==> config.mk <==
export PLATFORM = sky130hd
export DESIGN_NAME = cs_dma2
export DESIGN_NICKNAME = d
export VERILOG_FILES = /design/src/rtl/cs_dma_pkg.sv /design/src/rtl/cs_dma_chan.sv /design/src/rtl/cs_dma_pick.sv /design/src/rtl/cs_dma_mover.sv /design/src/rtl/cs_dma2.sv
export SDC_FILE = /design/constraint.sdc
export NUM_CORES = 1
export LEC_CHECK = 0
export BUFFER_PORTS_ARGS = -buffer_cell sky130_fd_sc_hd__buf_4
export CAP_MARGIN = 20
export CORE_MARGIN = 4
export CORE_UTILIZATION = 55
export DETAILED_ROUTE_END_ITERATION = 7
export MAX_ROUTING_LAYER = met4
export PLACE_DENSITY_LB_ADDON = 0.3
export SLEW_MARGIN = 20
export SYNTH_ARGS = -nofsm -noshare
export SYNTH_HDL_FRONTEND = slang
export SYNTH_SLANG_ARGS = --single-unit
==> constraint.sdc <==
create_clock -name clk -period 2.5 [get_ports clk]
set_clock_uncertainty 0.05 [all_clocks]
set_input_delay 0.25 -clock clk [delete_from_list [all_inputs] [get_ports clk]]
set_output_delay 0.25 -clock clk [all_outputs]
set_load 0.01 [all_outputs]
==> src/rtl/cs_dma_pkg.sv <==
package cs_dma_pkg;

   typedef enum logic [1:0] {
      MV_IDLE  = 2'd0,
      MV_READ  = 2'd1,
      MV_WRITE = 2'd2,
      MV_REST  = 2'd3
   } mv_state_t;

   // register sub-addresses inside one channel
   localparam logic [2:0] RG_SRC    = 3'd0;
   localparam logic [2:0] RG_DST    = 3'd1;
   localparam logic [2:0] RG_COUNT  = 3'd2;
   localparam logic [2:0] RG_CTRL   = 3'd3;
   localparam logic [2:0] RG_STROBE = 3'd4;
   localparam logic [2:0] RG_FWD    = 3'd5;
   localparam logic [2:0] RG_RELOAD = 3'd6;

   // control register bit positions
   localparam int CB_EN   = 0;
   localparam int CB_WORD = 1;
   localparam int CB_RPT  = 2;
   localparam int CB_HW   = 3;
   localparam int CB_DIR  = 4;
   localparam int CB_SEL  = 5;

endpackage

==> src/rtl/cs_dma_chan.sv <==
module cs_dma_chan
   import cs_dma_pkg::*;
#(
   parameter int ADDR_W = 20,
   parameter int CNT_W  = 16,
   parameter int IRQ_N  = 8,
   localparam int SEL_W = $clog2(IRQ_N)
) (
   input  logic              clk,
   input  logic              rst_n,
   input  logic              cfg_we,
   input  logic [2:0]        cfg_reg,
   input  logic [ADDR_W-1:0] cfg_wdata,
   input  logic [IRQ_N-1:0]  irq_rise,
   input  logic              take,
   input  logic              fin,
   output logic              pend,
   output logic [ADDR_W-1:0] rd_addr,
   output logic [ADDR_W-1:0] wr_addr,
   output logic              word,
   output logic [ADDR_W-1:0] rd_data,
   output logic              done
);

   logic [ADDR_W-1:0] src_q, dst_q, fwd_q, step;
   logic [CNT_W-1:0]  cnt_q, rld_q;
   logic              en_q, word_q, rpt_q, hw_q, dir_q, pend_q, done_q;
   logic [SEL_W-1:0]  sel_q;
   logic              wr_ctrl, sw_hit, hw_hit, last, en_nxt, new_req, pend_nxt;
   logic [ADDR_W-1:0] ctrl_v;

   always_comb begin
      wr_ctrl  = cfg_we && (cfg_reg == RG_CTRL);
      sw_hit   = cfg_we && (cfg_reg == RG_STROBE) && cfg_wdata[0];
      hw_hit   = hw_q && irq_rise[sel_q];
      last     = fin && (cnt_q == CNT_W'(1));
      step     = word_q ? ADDR_W'(2) : ADDR_W'(1);
      if (wr_ctrl)
         en_nxt = cfg_wdata[CB_EN];
      else if (last && !rpt_q)
         en_nxt = 1'b0;
      else
         en_nxt = en_q;
      new_req  = en_q && (sw_hit || hw_hit);
      pend_nxt = ((pend_q && !take) || new_req) && en_nxt;
   end

   always_ff @(posedge clk) begin
      if (!rst_n) begin
         src_q  <= '0;
         dst_q  <= '0;
         fwd_q  <= '0;
         cnt_q  <= '0;
         rld_q  <= '0;
         en_q   <= 1'b0;
         word_q <= 1'b0;
         rpt_q  <= 1'b0;
         hw_q   <= 1'b0;
         dir_q  <= 1'b0;
         sel_q  <= '0;
         pend_q <= 1'b0;
         done_q <= 1'b0;
      end else begin
         if (fin) begin
            if (last && rpt_q) begin
               cnt_q <= rld_q;
               fwd_q <= dir_q ? dst_q : src_q;
            end else begin
               cnt_q <= cnt_q - CNT_W'(1);
               fwd_q <= fwd_q + step;
            end
         end
         if (cfg_we) begin
            case (cfg_reg)
               RG_SRC:   src_q <= cfg_wdata;
               RG_DST:   dst_q <= cfg_wdata;
               RG_COUNT: begin
                  cnt_q <= cfg_wdata[CNT_W-1:0];
                  rld_q <= cfg_wdata[CNT_W-1:0];
               end
               RG_CTRL: begin
                  word_q <= cfg_wdata[CB_WORD];
                  rpt_q  <= cfg_wdata[CB_RPT];
                  hw_q   <= cfg_wdata[CB_HW];
                  dir_q  <= cfg_wdata[CB_DIR];
                  sel_q  <= cfg_wdata[CB_SEL +: SEL_W];
                  if (cfg_wdata[CB_EN] && !en_q)
                     fwd_q <= cfg_wdata[CB_DIR] ? dst_q : src_q;
               end
               default: ;
            endcase
         end
         en_q   <= en_nxt;
         pend_q <= pend_nxt;
         done_q <= last;
      end
   end

   always_comb begin
      ctrl_v                   = '0;
      ctrl_v[CB_EN]            = en_q;
      ctrl_v[CB_WORD]          = word_q;
      ctrl_v[CB_RPT]           = rpt_q;
      ctrl_v[CB_HW]            = hw_q;
      ctrl_v[CB_DIR]           = dir_q;
      ctrl_v[CB_SEL +: SEL_W]  = sel_q;
      case (cfg_reg)
         RG_SRC:    rd_data = src_q;
         RG_DST:    rd_data = dst_q;
         RG_COUNT:  rd_data = ADDR_W'(cnt_q);
         RG_CTRL:   rd_data = ctrl_v;
         RG_FWD:    rd_data = fwd_q;
         RG_RELOAD: rd_data = ADDR_W'(rld_q);
         default:   rd_data = '0;
      endcase
   end

   assign pend    = pend_q;
   assign done    = done_q;
   assign word    = word_q;
   assign rd_addr = dir_q ? src_q : fwd_q;
   assign wr_addr = dir_q ? fwd_q : dst_q;

endmodule

==> src/rtl/cs_dma_pick.sv <==
module cs_dma_pick #(
   parameter bit LOW_FIRST = 1'b1
) (
   input  logic [1:0] pend,
   output logic [1:0] pick
);

   generate
      if (LOW_FIRST) begin : g_low
         always_comb begin
            if (pend[0])      pick = 2'b01;
            else if (pend[1]) pick = 2'b10;
            else              pick = 2'b00;
         end
      end else begin : g_high
         always_comb begin
            if (pend[1])      pick = 2'b10;
            else if (pend[0]) pick = 2'b01;
            else              pick = 2'b00;
         end
      end
   endgenerate

endmodule

==> src/rtl/cs_dma_mover.sv <==
module cs_dma_mover
   import cs_dma_pkg::*;
#(
   parameter int ADDR_W = 20,
   parameter int DATA_W = 16
) (
   input  logic              clk,
   input  logic              rst_n,
   input  logic [1:0]        want,
   input  logic              bus_gnt,
   input  logic [ADDR_W-1:0] rd_addr,
   input  logic [ADDR_W-1:0] wr_addr,
   input  logic              word,
   input  logic [DATA_W-1:0] bus_rdata,
   output logic [1:0]        take,
   output logic [1:0]        fin,
   output logic              cur,
   output logic              bus_req,
   output logic              bus_rd,
   output logic              bus_wr,
   output logic              bus_word,
   output logic [ADDR_W-1:0] bus_addr,
   output logic [DATA_W-1:0] bus_wdata
);

   mv_state_t         st_q;
   logic              cur_q;
   logic [DATA_W-1:0] latch_q;

   assign take = (st_q == MV_IDLE && bus_gnt) ? want : 2'b00;

   always_ff @(posedge clk) begin
      if (!rst_n) begin
         st_q    <= MV_IDLE;
         cur_q   <= 1'b0;
         latch_q <= '0;
      end else begin
         case (st_q)
            MV_IDLE: if (|take) begin
               cur_q <= take[1];
               st_q  <= MV_READ;
            end
            MV_READ: begin
               latch_q <= word ? bus_rdata
                               : {{(DATA_W-8){1'b0}}, bus_rdata[7:0]};
               st_q    <= MV_WRITE;
            end
            MV_WRITE: st_q <= MV_REST;
            default:  st_q <= MV_IDLE;
         endcase
      end
   end

   always_comb begin
      bus_rd    = (st_q == MV_READ);
      bus_wr    = (st_q == MV_WRITE);
      bus_req   = bus_rd || bus_wr || (st_q == MV_IDLE && |want);
      bus_word  = (bus_rd || bus_wr) && word;
      bus_addr  = bus_rd ? rd_addr : (bus_wr ? wr_addr : '0);
      bus_wdata = bus_wr ? latch_q : '0;
      fin       = bus_wr ? (cur_q ? 2'b10 : 2'b01) : 2'b00;
   end

   assign cur = cur_q;

endmodule

==> src/rtl/cs_dma2.sv <==
module cs_dma2
   import cs_dma_pkg::*;
#(
   parameter int ADDR_W    = 20,
   parameter int CNT_W     = 16,
   parameter int DATA_W    = 16,
   parameter int IRQ_N     = 8,
   parameter bit LOW_FIRST = 1'b1
) (
   input  logic              clk,
   input  logic              rst_n,
   input  logic              cfg_we,
   input  logic [3:0]        cfg_addr,
   input  logic [ADDR_W-1:0] cfg_wdata,
   output logic [ADDR_W-1:0] cfg_rdata,
   input  logic [IRQ_N-1:0]  irq,
   output logic              bus_req,
   input  logic              bus_gnt,
   output logic              bus_rd,
   output logic              bus_wr,
   output logic              bus_word,
   output logic [ADDR_W-1:0] bus_addr,
   output logic [DATA_W-1:0] bus_wdata,
   input  logic [DATA_W-1:0] bus_rdata,
   output logic [1:0]        done
);

   localparam int CH_N  = 2;
   localparam int SEL_W = $clog2(IRQ_N);

   generate
      if (DATA_W != 16) begin : g_bad_data
         $error("cs_dma2: DATA_W must be 16");
      end
      if (CNT_W > ADDR_W || CB_SEL + SEL_W > ADDR_W) begin : g_bad_cfg
         $error("cs_dma2: register fields do not fit ADDR_W");
      end
      if (IRQ_N < 2 || IRQ_N != (1 << SEL_W)) begin : g_bad_irq
         $error("cs_dma2: IRQ_N must be a power of two");
      end
   endgenerate

   logic [IRQ_N-1:0]  irq_q, irq_rise;
   logic [CH_N-1:0]   ch_pend, ch_take, ch_fin, ch_word, ch_pick;
   logic [ADDR_W-1:0] ch_rd_addr [CH_N];
   logic [ADDR_W-1:0] ch_wr_addr [CH_N];
   logic [ADDR_W-1:0] ch_rdata   [CH_N];
   logic              cur;

   always_ff @(posedge clk) begin
      if (!rst_n) irq_q <= '0;
      else        irq_q <= irq;
   end
   assign irq_rise = irq & ~irq_q;

   generate
      for (genvar c = 0; c < CH_N; c++) begin : g_ch
         cs_dma_chan #(
            .ADDR_W (ADDR_W),
            .CNT_W  (CNT_W),
            .IRQ_N  (IRQ_N)
         ) u_chan (
            .clk       (clk),
            .rst_n     (rst_n),
            .cfg_we    (cfg_we && (cfg_addr[3] == 1'(c))),
            .cfg_reg   (cfg_addr[2:0]),
            .cfg_wdata (cfg_wdata),
            .irq_rise  (irq_rise),
            .take      (ch_take[c]),
            .fin       (ch_fin[c]),
            .pend      (ch_pend[c]),
            .rd_addr   (ch_rd_addr[c]),
            .wr_addr   (ch_wr_addr[c]),
            .word      (ch_word[c]),
            .rd_data   (ch_rdata[c]),
            .done      (done[c])
         );
      end
   endgenerate

   cs_dma_pick #(.LOW_FIRST(LOW_FIRST)) u_pick (
      .pend (ch_pend),
      .pick (ch_pick)
   );

   cs_dma_mover #(.ADDR_W(ADDR_W), .DATA_W(DATA_W)) u_mover (
      .clk       (clk),
      .rst_n     (rst_n),
      .want      (ch_pick),
      .bus_gnt   (bus_gnt),
      .rd_addr   (ch_rd_addr[cur]),
      .wr_addr   (ch_wr_addr[cur]),
      .word      (ch_word[cur]),
      .bus_rdata (bus_rdata),
      .take      (ch_take),
      .fin       (ch_fin),
      .cur       (cur),
      .bus_req   (bus_req),
      .bus_rd    (bus_rd),
      .bus_wr    (bus_wr),
      .bus_word  (bus_word),
      .bus_addr  (bus_addr),
      .bus_wdata (bus_wdata)
   );

   assign cfg_rdata = ch_rdata[cfg_addr[3]];

endmodule

# After elaboration in Yosys (flattened, before gate mapping)

Cells that the tools add are included.

Output and inout bits: 62
Bits in registers: 231
Word-level logic and storage cells: 167

Reductions and logical operators: 52
Equality and inequality tests: 11
Add/sub/neg operators: 4
Bitwise logic cells: 5
Order comparisons: 5
Mux-type cells: 60

Operator list:

| kind                                                       | count |
|---|---|
| two-way mux 20 bit                                         | 29 |
| one-hot mux 20 bit (6 select lines)                        | 2 |
| two-way mux 16 bit                                         | 10 |
| adder 20 bit                                               | 2 |
| == test 16 x 1 -> 1 bit, second input constant             | 2 |
| subtractor 16 x 1 -> 16 bit, second input constant         | 2 |
| logical AND 1 bit                                          | 27 |
| AND reduction 2 bit                                        | 9 |
| two-way mux 2 bit                                          | 8 |
| == test 3 bit, second input constant                       | 3 |
| bitwise AND 8 bit                                          | 1 |
| less-than comparator 3 x 4 -> 1 bit, second input constant | 2 |
| two-way mux 1 bit                                          | 8 |
| NOT 8 bit                                                  | 1 |
| binary-select mux 1 bit (select 3 bit)                     | 2 |
| == test 3 x 2 -> 1 bit, second input constant              | 2 |
| logical NOT 1 bit                                          | 6 |
| logical OR 1 bit                                           | 6 |
| one-hot mux 2 bit (3 select lines)                         | 1 |
| greater-or-equal comparator 2 bit, second input constant   | 2 |
| NOT 1 -> 2 bit                                             | 2 |
| OR reduction 2 bit                                         | 2 |
| == test 3 x 1 -> 1 bit, second input constant              | 1 |
| logical NOT 3 bit                                          | 1 |
| 6 further kinds                                            | 6 |

# Logic depth before layout (Yosys ltp)

Depth after elaboration: 9
Depth in mapped cells: 11
Gate-level depth less buffers: 10

# Modules after synthesis

From an unflattened synthesis, not the netlist that was laid out.

Cell total of the unflattened synthesis: 1939
Area, all modules: 15842.7 µm²

Modules (own cells, without submodules):

| module                        | times used | cells each | area an instance (µm²) | seq. area each (µm²) |
|---|---|---|---|---|
| cs_dma_chan at g_ch[0].u_chan | 1          | 863        | 6785.3                 | 2042.0 |
| cs_dma_chan at g_ch[1].u_chan | 1          | 852        | 6632.6                 | 2042.0 |
| cs_dma2                       | 1          | 94         | 1216.2                 | 160.2 |
| cs_dma_mover                  | 1          | 128        | 1187.4                 | 380.4 |
| cs_dma_pick                   | 1          | 2          | 21.3                   | 0.0 |

# Worst setup path after synthesis

OpenSTA, ideal clock, no wires.

Path kind: reg-to-reg
From: register u_mover.st_q[0]
To: register g_ch[0].u_chan.fwd_q[17]
Arrival time: 2.352 ns
Stages on the path, launching flop included: 12
Setup time: 0.115 ns
Path slack: -0.017 ns
Required time: 2.335 ns
Cell sequence: dfxtp_1 inv_1 ha_1 nand2b_1 or4_4 buf_6 or2_4 buf_6 buf_6 a211oi_1 a21oi_1 o21a_1

Cells in the longest elaborated chain, start to end: 9

RTL lines:

| element                  | RTL line           | source |
|---|---|---|
| start: declaration       | cs_dma_mover.sv:26 | `mv_state_t st_q;` |
| start signal: assignment | cs_dma_mover.sv:34 | `st_q <= MV_IDLE;` |
| start signal: assignment | cs_dma_mover.sv:41 | `st_q <= MV_READ;` |
| start signal: assignment | cs_dma_mover.sv:46 | `st_q <= MV_WRITE;` |
| == test 2 bit (*)        | cs_dma_mover.sv:56 | `bus_wr = (st_q == MV_WRITE);` |
| via bus_wr               | cs_dma2.sv:20      | `output logic bus_wr,` |
| two-way mux 2 bit (*)    | cs_dma_mover.sv:61 | `fin = bus_wr ? (cur_q ? 2'b10 : 2'b01) : 2'b00;` |
| logical AND 1 bit        | cs_dma_chan.sv:36  | `last = fin && (cnt_q == CNT_W'(1));` |
| logical AND 1 bit        | cs_dma_chan.sv:65  | `if (last && rpt_q) begin` |
| two-way mux 20 bit       | cs_dma_chan.sv:65  |  |
| two-way mux 20 bit (*)   | cs_dma_chan.sv:64  | `if (fin) begin` |
| two-way mux 20 bit       | cs_dma_chan.sv:87  | `if (cfg_wdata[CB_EN] && !en_q)` |
| two-way mux 20 bit       | cs_dma_chan.sv:74  | `case (cfg_reg)` |
| two-way mux 20 bit (*)   | cs_dma_chan.sv:73  | `if (cfg_we) begin` |
| end signal: assignment   | cs_dma_chan.sv:67  | `fwd_q <= dir_q ? dst_q : src_q;` |
| end signal: assignment   | cs_dma_chan.sv:70  | `fwd_q <= fwd_q + step;` |
| end signal: assignment   | cs_dma_chan.sv:88  | `fwd_q <= cfg_wdata[CB_DIR] ? dst_q : src_q;` |
| end: declaration         | cs_dma_chan.sv:25  | `logic [ADDR_W-1:0] src_q, dst_q, fwd_q, step;` |

Mark *: on every way through the listed nets, which the timed path passes. The rest lies on a longest branch.
A chain may end at the register's enable or synchronous reset.

# Worst setup path after layout

From: register g_ch[0].u_chan.cnt_q[12]
To: register g_ch[0].u_chan.cnt_q[12]

Cells in the longest elaborated chain, start to end: 7
Elaborated cells on any way between the ends: 8
Those cells by class: add/sub (1); eq/ne (1); mux (4); reduce/logical (2)

RTL lines:

| element                                                             | RTL line          | source |
|---|---|---|
| start: declaration                                                  | cs_dma_chan.sv:26 | `logic [CNT_W-1:0] cnt_q, rld_q;` |
| start signal: assignment                                            | cs_dma_chan.sv:66 | `cnt_q <= rld_q;` |
| start signal: assignment                                            | cs_dma_chan.sv:69 | `cnt_q <= cnt_q - CNT_W'(1);` |
| start signal: assignment                                            | cs_dma_chan.sv:78 | `cnt_q <= cfg_wdata[CNT_W-1:0];` |
| branches (longest 4 deep; another with subtractor 16 x 1 -> 16 bit) | n/a               |  |
| two-way mux 16 bit (*)                                              | cs_dma_chan.sv:64 |  |
| two-way mux 16 bit                                                  | cs_dma_chan.sv:74 |  |
| two-way mux 16 bit (*)                                              | cs_dma_chan.sv:73 |  |

Every way passes the cells marked *.

==> flow_summary.yaml <==
run_status:
  outcome: "finished, final reports clean"
global_routing:
  grt_overflow: 0
  grtUsageTotal_pct: 38.66
  grt_pass1_wl_um: 88440
  grt_max_degree: 62
  grt_pass1_vias: 15620
  antenna_found_initial: 0
drt:
  drt_wl_total_um: 57390
  drt_iter0_markers: 2356
  via_count: 16530
  drc: 0
  routedWlPerCell_um: 23.12
  drtPass1Iterations: 6
  postRouteAntennaNets: 0
  viasPerCell: 6.660
min_path:
  min_from: "cfg_wdata[13]"
  min_path_type: "in -> reg"
  holdPathStages: 3
  worstHoldEndpoint: "g_ch[0].u_chan.rld_q[13]"
yosys:
  synth_cells: 1996
  synth.most_common_cell: "nand2_1"
  syn_area_mm2: 0.01479
  synth_largest_area_cell: "dfxtp_1"
  ys_types: 68
  netlist_top_cells_area: "dfxtp_1, nand2_1, a21oi_1"
  seq_area_frac_synth_pct: 31.26
  synth_ff_type: "dfxtp_1"
  yosys_warnings: 0
  synth_common_cells: "nand2_1, a21oi_1, dfxtp_1"
  synthArstFlopShare_pct: 0
  synth.avg_cell_area_um2: 7.411
  synth_seq_cells: 231
  yosysTopAreaCellShare_pct: 31.26
  syn_nets: 2062
  synth_edf_count: 0
timing:
  tightest_slew_ps: 593.1
  finalCritPeriodShare_pct: 99.50
  relSlewSlack_pct: 60.38
  hold_viol_final: 0
  drv_slew: 0
  rsz0062_at_grt: "yes"
  setup_viol: 0
  worst_slack_ps: 12.49
  period_needed_ps: 2488
  fmaxAchievable_mhz: 402.0
placement:
  place_congestion: 1.023
  port_buffers: 113
  pre_cts_ws_ps: -152.6
  dp.final_hpwl_um: 39800
clock_network:
  cts_buffers: 27
  cts_tree: "yes"
  cts_num_sinks: 231
  cts.htree.levels: 1
  root_buffer: "clkbuf_16"
  clk_pin_slew_ps: 60
  cts_max_path_buffers: 3
  clk_latency_ps: 550
setup_path:
  cpMaxStageDelayCell: "or4_4"
  r2r_start: "g_ch[0].u_chan.cnt_q[12]"
  timing.rr.end: "g_ch[0].u_chan.cnt_q[12]"
  max_stage_delay_ps: 570
  worstSetupEndpointType: "flop"
  cp-start-kind: "flop"
  path_cells: "or4_4 -> or4_4 -> or2_4 -> buf_4 -> a221o_1 -> a21oi_1"
  rr_worst_depth: 6
  required_ps: 2910
  cp_common_cell: "or4_4"
  path_class: "reg -> reg"
  cp.arrival_ps: 2900
  ff2ff_setup_slack_ps: 10
  cp_max_fo: 8
pwr:
  p_per_area_mw_per_mm2: 484.1
  p_total_w: 0.008695
  leakage_nw: 6.326
  ir_worst_vdd_mv: 0.4809
finish:
  area_growth_pct: 21.42
  final_nets: 2196
  n_antenna_cell: 0
  layout-drive-gt1-share_pct: 18.96
die:
  ios: 114
  die-height_um: 172
  start_util_pct: 56.29
  fp-row-count: 59
  core_mm2: 0.02628
  floorplan.die_area_mm2: 0.02958
  die_width_um: 172
flow_run:
  maxCapViolCount: 0
-- routing by layer --
metal	share of wire, %	vias up	wire length [µm]	GRT usage [%]
li1	-	7464	-	-
met1	39	7688	22480	50.26
met2	43	1162	24910	58.69
met3	11	216	6340	5.738
met4	6.4	0	3657	19.69
met5	0	-	0	-
-- state kept, by name, summed over array words and instances, names as in the netlist --
signal             cells
g_ch.u_chan.pend       2
g_ch.u_chan.cnt_q     32
irq_q                  8
g_ch.u_chan.dst_q     40
g_ch.u_chan.fwd_q     40
g_ch.u_chan.hw_q       2
u_mover.latch_q       16
g_ch.u_chan.sel_q      6
g_ch.u_chan.rld_q     32
u_mover.st_q           2
g_ch.u_chan.src_q     40
u_mover.cur            1
g_ch.u_chan.en_q       2
g_ch.u_chan.dir_q      2
g_ch.u_chan.done       2
g_ch.u_chan.word       2
g_ch.u_chan.rpt_q      2
-- final cells by class --
cell class	count	area [µm²]
multi-input cells	1547	9470
fillers	2176	8318
flip-flops and latches	231	4633
repair buffers	299	2520
clock buffers	41	798.3
well taps	335	419.2
inverters	24	92.59
clock inverters	5	28.78
-- per-stage QoR --
| step | hold WS (ps) | setup TNS, ps | util (%) | std cells | cell area (µm²) |
|---|---|---|---|---|---|
| floorplan | 319.1 | 0 | - | 1996 | 14800 |
| global placement | 411.3 | 0 | 62.85 | 2388 | 16520 |
| detailed placement | 414.3 | -276.2 | 62.85 | 2388 | 16520 |
| CTS | 1.098 | 0 | 67.77 | 2478 | 17810 |
| global route | 14.93 | -5.250 | 68.35 | 2482 | 17960 |
| finish | 6.920 | 0 | 68.35 | 2482 | 17960 |
-- report_power, final --
| part | internal [W] | leakage (nW) | total (W) | switching (W) |
|---|---|---|---|---|
| combinational | 0.000433 | 4.05 | 0.00109 | 0.000658 |
| clock | 0.00218 | 0.411 | 0.00379 | 0.00161 |
| sequential | 0.00374 | 1.87 | 0.00381 | 0.0000694 |
| total | 0.00635 | 6.33 | 0.00869 | 0.00234 |
-- how the worst max path moves through the flow --
stage,to,cells after the start,slack [ps],startpoint
final,g_ch[0].u_chan.cnt_q[12],6,10,g_ch[0].u_chan.cnt_q[12]
after CTS,bus_addr[10],6,0.8,u_mover.st_q[1]
after global placement,g_ch[1].u_chan.fwd_q[11],9,40,g_ch[1].u_chan.cnt_q[1]
after global routing,g_ch[0].u_chan.cnt_q[12],6,-5,g_ch[0].u_chan.cnt_q[12]
after detailed placement,g_ch[1].u_chan.fwd_q[11],9,-150,g_ch[1].u_chan.cnt_q[1]
after floorplan,g_ch[0].u_chan.fwd_q[17],9,7,g_ch[0].u_chan.cnt_q[12]
-- cells by family (layout without fill, tap and decap cells) --
group | Yosys count | after routing | synth area share, %
and+or+nand+nor | 730 | 732 | 22.35
buffers and inverters | 220 | 369 | 5.921
DFF | 231 | 231 | 31.26
adders and majority gates | 14 | 14 | 1.286
xor gates and xnor gates | 11 | 11 | 0.6513
muxes | 185 | 185 | 13.21
AOI/OAI and AO/OA | 605 | 605 | 25.32
-- worst max-delay path: cells and delay by family (launching register included) --
family	cells	cell delay, ps
buffers and inverters	1	160
DFF	1	310
and+or+nand+nor	3	1390
AOI/OAI and AO/OA	2	490
-- what timing repair did --
action                                  4_1_cts  5_1_grt
hold buffers                                 39        0
cloned                                        0        2
hold endpoints to repair                     90        0
gates resized for setup                      17       35
pin swaps                                     0        6
setup buffers                                 5        2
endpoints found under the setup margin       37       56
-- cells in the final DEF (no fill, tap or decap), types with 10 or more instances in the layout --
cell           synthesis  routed
nand2_1              381     381
buf_4                  3     243
a21oi_1              242     242
dfxtp_1              231     228
mux2i_1              121     121
o21ai_0              114     102
nor2_1               100      96
mux2_2                62      62
nand3_1               55      55
dlygate4sd3_1          0      39
a31oi_1               37      36
o211ai_1              34      34
and2_1                34      34
nor2b_1               32      30
nor3_1                34      30
a221oi_1              30      29
a22oi_1               29      28
clkbuf_16              0      27
inv_1                 24      23
and3_1                22      21
a22o_1                16      16
buf_12                 0      13
a211oi_1              15      12
nand4_1               12      12
o21ai_1                0      11
o22ai_1               11      11
or3_1                 11      11
o311ai_0              10      10
ha_1                  12      10
No activity file was read; power rests on OpenSTA's default activity.
